## config.mk

```make
export PLATFORM = sky130hd
export DESIGN_NAME = align_burst_writer
export DESIGN_NICKNAME = d
export VERILOG_FILES = /design/src/rtl/abw_pkg.sv /design/src/rtl/abw_datapath.sv /design/src/rtl/abw_ctrl.sv /design/src/rtl/align_burst_writer.sv
export SDC_FILE = /design/constraint.sdc
export NUM_CORES = 1
export LEC_CHECK = 0
export BUFFER_PORTS_ARGS = -buffer_cell sky130_fd_sc_hd__clkbuf_2
export CORE_MARGIN = 4
export CORE_UTILIZATION = 45
export DETAILED_ROUTE_END_ITERATION = 8
export MAX_ROUTING_LAYER = met4
export PLACE_DENSITY = 0.73
export SYNTH_ARGS = -nofsm -noshare
export SYNTH_HDL_FRONTEND = slang
export SYNTH_SLANG_ARGS = --single-unit
```

## constraint.sdc

```tcl
create_clock -name clk -period 6.3 [get_ports clk]
set_input_delay 1.26 -clock clk [delete_from_list [all_inputs] [get_ports clk]]
set_output_delay 1.26 -clock clk [all_outputs]
set_load 0.1 [all_outputs]
```

## src/rtl/abw_pkg.sv

```systemverilog
package abw_pkg;
  typedef enum logic [1:0] {
    ST_IDLE,
    ST_PICK,
    ST_BURST,
    ST_FIN
  } abwState_e;

  typedef struct packed {
    logic load;    // capture start address and count
    logic launch;  // fix next burst address and length
    logic beat;    // one write beat accepted
  } abwStrobe_t;
endpackage

```

## src/rtl/abw_datapath.sv

```systemverilog
module abw_datapath
  import abw_pkg::*;
#(
  parameter int ADDR_W         = 32,
  parameter int CNT_W          = 16,
  parameter int MAX_BURST      = 16,
  parameter int ALIGN_BYTES    = 16,
  parameter int BYTES_PER_WORD = 4,
  parameter int BC_W           = 5
) (
  input  logic              clk,
  input  logic              rstN,
  input  abwStrobe_t        strobe,
  input  logic [ADDR_W-1:0] startAddr,
  input  logic [CNT_W-1:0]  wordCount,
  output logic [ADDR_W-1:0] memAddr,
  output logic [BC_W-1:0]   memBurst,
  output logic              remZero,
  output logic              lastBeat
);
  localparam int OFF_W           = $clog2(ALIGN_BYTES);
  localparam int WORDS_PER_ALIGN = ALIGN_BYTES / BYTES_PER_WORD;

  logic [ADDR_W-1:0] nextAddr;
  logic [ADDR_W-1:0] burstAddr;
  logic [CNT_W-1:0]  remWords;
  logic [BC_W-1:0]   burstLen;
  logic [BC_W-1:0]   beatsLeft;

  logic [OFF_W-1:0]  offset;
  logic [CNT_W-1:0]  roomRaw;
  logic [CNT_W-1:0]  room;
  logic [CNT_W-1:0]  lenPick;

  assign offset = nextAddr[OFF_W-1:0];

  // Words that fit before the next boundary; an aligned address may run a full burst.
  always_comb begin
    if (offset == '0) begin
      roomRaw = CNT_W'(MAX_BURST);
    end else begin
      roomRaw = CNT_W'((ALIGN_BYTES - int'(offset)) / BYTES_PER_WORD);
    end
  end

  generate
    if (WORDS_PER_ALIGN > MAX_BURST) begin : g_capRoom
      assign room = (roomRaw > CNT_W'(MAX_BURST)) ? CNT_W'(MAX_BURST) : roomRaw;
    end else begin : g_plainRoom
      assign room = roomRaw;
    end
  endgenerate

  assign lenPick = (remWords < room) ? remWords : room;

  always_ff @(posedge clk) begin
    if (!rstN) begin
      nextAddr  <= '0;
      burstAddr <= '0;
      remWords  <= '0;
      burstLen  <= '0;
      beatsLeft <= '0;
    end else begin
      if (strobe.load) begin
        nextAddr <= startAddr & ~ADDR_W'(BYTES_PER_WORD - 1);
        remWords <= wordCount;
      end else if (strobe.beat) begin
        nextAddr <= nextAddr + ADDR_W'(BYTES_PER_WORD);
        remWords <= remWords - CNT_W'(1);
      end

      if (strobe.launch) begin
        burstAddr <= nextAddr;
        burstLen  <= BC_W'(lenPick);
        beatsLeft <= BC_W'(lenPick);
      end else if (strobe.beat) begin
        beatsLeft <= beatsLeft - BC_W'(1);
      end
    end
  end

  assign memAddr  = burstAddr;
  assign memBurst = burstLen;
  assign remZero  = (remWords == '0);
  assign lastBeat = (beatsLeft == BC_W'(1));
endmodule

```

## src/rtl/abw_ctrl.sv

```systemverilog
module abw_ctrl
  import abw_pkg::*;
(
  input  logic       clk,
  input  logic       rstN,
  input  logic       start,
  input  logic       remZero,
  input  logic       lastBeat,
  input  logic       srcValid,
  input  logic       memWaitReq,
  output abwStrobe_t strobe,
  output logic       memWrite,
  output logic       srcRead,
  output logic       busy,
  output logic       done
);
  abwState_e state;
  abwState_e stateNext;
  logic      accept;

  assign memWrite = (state == ST_BURST) && srcValid;
  assign accept   = memWrite && !memWaitReq;
  assign srcRead  = accept;
  assign busy     = (state != ST_IDLE);
  assign done     = (state == ST_FIN);

  always_comb begin
    strobe        = '0;
    strobe.load   = (state == ST_IDLE) && start;
    strobe.launch = (state == ST_PICK) && !remZero;
    strobe.beat   = accept;
  end

  always_comb begin
    stateNext = state;
    unique case (state)
      ST_IDLE:  if (start) stateNext = ST_PICK;
      ST_PICK:  stateNext = remZero ? ST_FIN : ST_BURST;
      ST_BURST: if (accept && lastBeat) stateNext = ST_PICK;
      ST_FIN:   stateNext = ST_IDLE;
      default:  stateNext = ST_IDLE;
    endcase
  end

  always_ff @(posedge clk) begin
    if (!rstN) state <= ST_IDLE;
    else       state <= stateNext;
  end
endmodule

```

## src/rtl/align_burst_writer.sv

```systemverilog
module align_burst_writer
  import abw_pkg::*;
#(
  parameter int ADDR_W      = 32,
  parameter int DATA_W      = 32,
  parameter int CNT_W       = 16,
  parameter int MAX_BURST   = 16,
  parameter int ALIGN_BYTES = 16,
  localparam int BC_W       = $clog2(MAX_BURST + 1)
) (
  input  logic              clk,
  input  logic              rstN,
  input  logic              start,
  input  logic [ADDR_W-1:0] startAddr,
  input  logic [CNT_W-1:0]  wordCount,
  output logic              busy,
  output logic              done,
  input  logic [DATA_W-1:0] srcData,
  input  logic              srcValid,
  output logic              srcRead,
  output logic [ADDR_W-1:0] memAddr,
  output logic [BC_W-1:0]   memBurst,
  output logic              memWrite,
  output logic [DATA_W-1:0] memWdata,
  input  logic              memWaitReq
);
  localparam int BYTES_PER_WORD = DATA_W / 8;

  abwStrobe_t strobe;
  logic       remZero;
  logic       lastBeat;

  abw_ctrl u_ctrl (
    .clk        (clk),
    .rstN       (rstN),
    .start      (start),
    .remZero    (remZero),
    .lastBeat   (lastBeat),
    .srcValid   (srcValid),
    .memWaitReq (memWaitReq),
    .strobe     (strobe),
    .memWrite   (memWrite),
    .srcRead    (srcRead),
    .busy       (busy),
    .done       (done)
  );

  abw_datapath #(
    .ADDR_W         (ADDR_W),
    .CNT_W          (CNT_W),
    .MAX_BURST      (MAX_BURST),
    .ALIGN_BYTES    (ALIGN_BYTES),
    .BYTES_PER_WORD (BYTES_PER_WORD),
    .BC_W           (BC_W)
  ) u_dp (
    .clk       (clk),
    .rstN      (rstN),
    .strobe    (strobe),
    .startAddr (startAddr),
    .wordCount (wordCount),
    .memAddr   (memAddr),
    .memBurst  (memBurst),
    .remZero   (remZero),
    .lastBeat  (lastBeat)
  );

  assign memWdata = srcData;
endmodule

```

==> metrics.txt <==
placed wire-length estimate 8010 um; number of synthesized flops with an enable pin 0; max cap viols 0; Met3 Wirelength 768 um; Required @ worst endpoint 5.04 ns; register bit count reported by yosys 88; Die X 110 um; final cycle utilization of the critical path 0.710; setup repair after global routing missed its margin false; Critical Path Fanout Max 18; DRT antenna net count 0; Clk pwr share 0.273; CTS tree yes; Mapped Area 4720 sq um; sw frac 0.385; first-pass GRT wire length 19200 um; r2r setup slk 3.24 ns; power share of the combinational group 0.292; worst hold endpoint u_dp.memAddr[31]$_SDFFE_PN0P_; vias 4048; Resized Gates After CTS 0; Reg-to-Reg End u_dp.remWords[11]$_SDFFE_PN0P_; Clock transition at path regs 0.08 ns; ys async rst share 0; Starting Density 0.460; Die Span Y 110 um; commonest non-fill, non-tap cell in the layout clkbuf_2; Layout Skew 0.0120 ns; Top FF cell, synth dfxtp_1; crit end category primary output; IO Pins 158; Synth top area share 0.373; status completed; commonest cells after routing, fill and taps aside 89 x clkbuf_2, 88 x dfxtp_1, 58 x nand2_1, 43 x a21oi_1, 34 x o21ai_0; GPL Wtd Cong 0.841; drt total wl 11400 um; nets@finish 690; Netlist cell types 56; Post-CTS Hold Buffers 0; Setup crit start kind input port; R2R cell count 6; hold-critical path depth 2; Post-Synthesis Cells 564; leading area contributor after synthesis dfxtp_1; uppermost routed layer met4; syn avg cell area 8.38 sq um; hold_ws 0.463 ns; root buffer cell clkbuf_8; fill cell count 1043; sequential area share after synthesis 0.373; Clock Latency Late Sink 0.36 ns; Arr. time, crit path 3.22 ns; Routed met2 length 5470 um; Seq pwr share 0.435; CTS H-Tree Depth 3; vias per std cell 5.49; largest net degree at the start of global routing 76; hold path start u_dp.memAddr[31]$_SDFFE_PN0P_; Tot GR Track Use 0.191; share of post-route cells with drive strength above 1 0.302; initial antenna violation count 0; synth warn 0; Final Critical Period 4.48 ns; Area growth, synth to finish 8.79%; Final Util 0.500; worst rel slew slack 0.328; internal power 0.984 mW; max-slew violations 0; post-CTS setup buffers 0; GR Overflow Total 0; DRT iter0 DRCs 254; Final Worst Setup Slack 1.82 ns; Synth area leaders dfxtp_1 37%, a21oi_2 5.6%, buf_4 5.4%; worst min path class reg2reg; CTS Sinks 88; Rows 37; Num CTS Buffers 9; Slew @ Worst Pin 1.01 ns; worst flop-to-flop path startpoint u_ctrl.state[1]$_SDFFE_PN0P_; fmax 0.223 GHz; number of global-route vias before repair 3971; setup_tns 0 ns; IO buf count 89; CP Class in2out; peak supply drop 0.168 mV; ant diodes 0; Place WS 1.84 ns; Pwr Density 311 nW/um^2; leak pwr 1.89 nW; Clock Path Buffers 2; switching power 0.616 mW; drt first pass iters 5; Setup-failing EPs final 0; Metal-1 WL 4990 um; area of the die 12200 sq um; Core ar. 10300 sq um; Routed WL per cell 15.4 um; Residual DRC 0; final hold vios 0
## worst max-delay path, stage by stage
cell and delay (ns):
clkbuf_2 0.09, nand4bb_1 0.70, clkinv_1 0.61, clkbuf_2 0.55
## final cells by class
| type | count | area (sq um) | area share |
|---|---|---|---|
| flip-flops and latches | 88 | 1760 | 0.343 |
| clock buffers | 10 | 138 | 0.0268 |
| repair buffers | 92 | 468 | 0.0910 |
| multi-input cells | 394 | 2470 | 0.481 |
| inverters | 13 | 48.8 | 0.00949 |
| clock inverters | 5 | 81.3 | 0.0158 |
| well taps | 136 | 170 | 0.0331 |
## cell usage after synthesis, types with 6 or more instances
| cell | n |
|---|---|
| xor2_1 | 15 |
| xnor2_1 | 17 |
| clkbuf_1 | 27 |
| o21ai_0 | 34 |
| nor2_1 | 20 |
| nand2_1 | 59 |
| dfxtp_1 | 88 |
| inv_1 | 12 |
| a21oi_2 | 30 |
| and3_1 | 7 |
| nor3_1 | 12 |
| ha_1 | 7 |
| nand3_1 | 24 |
| or3_1 | 6 |
| nand2_2 | 30 |
| nand4_1 | 11 |
| a31oi_1 | 6 |
| a21oi_1 | 43 |
| buf_4 | 34 |
## power groups by stage
stage	Sequential, mW	Combinational [mW]	Clock, mW
2_1_floorplan	0.798	0.393	0
3_3_place_gp	0.703	0.456	0
3_5_place_dp	0.707	0.468	0
4_1_cts	0.695	0.470	0.446
5_1_grt	0.707	0.509	0.470
6_report	0.696	0.467	0.437
## how the worst max path moves through the flow
| stage | depth (start not counted) | start | to |
|---|---|---|---|
| 2_1_floorplan | 4 | memWaitReq | srcRead |
| 3_3_place_gp | 4 | memWaitReq | srcRead |
| 3_5_place_dp | 4 | memWaitReq | srcRead |
| 4_1_cts | 4 | memWaitReq | srcRead |
| 5_1_grt | 4 | memWaitReq | srcRead |
| 6_report | 4 | memWaitReq | srcRead |
## routing by layer
metal | track usage | vias up
li1 | - | 2005
met1 | 0.233 | 1893
met2 | 0.311 | 139
met3 | 0.0521 | 11
met4 | 0.0509 | 0
met5 | - | -
## state kept, by name, indices dropped and copies added (netlist names)
register and cells:
u_dp.memAddr 30, u_ctrl.state 2, u_dp.remWords 16, u_dp.memBurst 5, u_dp.nextAddr 30, u_dp.beatsLeft 5
## through the flow
step	cells	area (sq um)	power (mW)
floorplan	565	4730	1.19
global placement	723	4920	1.16
detailed placement	723	4920	1.18
CTS	738	5140	1.61
global route	738	5140	1.69
finish	738	5140	1.60
## cell families after synthesis
logic type | share of synthesized area
compound gates | 0.187
xor+xnor | 0.0593
fa+ha+maj | 0.0185
buf+inv | 0.106
flops | 0.373
mux | 0.0154
other cells | 0.000794
simple gates | 0.240
Note: power is estimated with default switching activity, not from simulation.
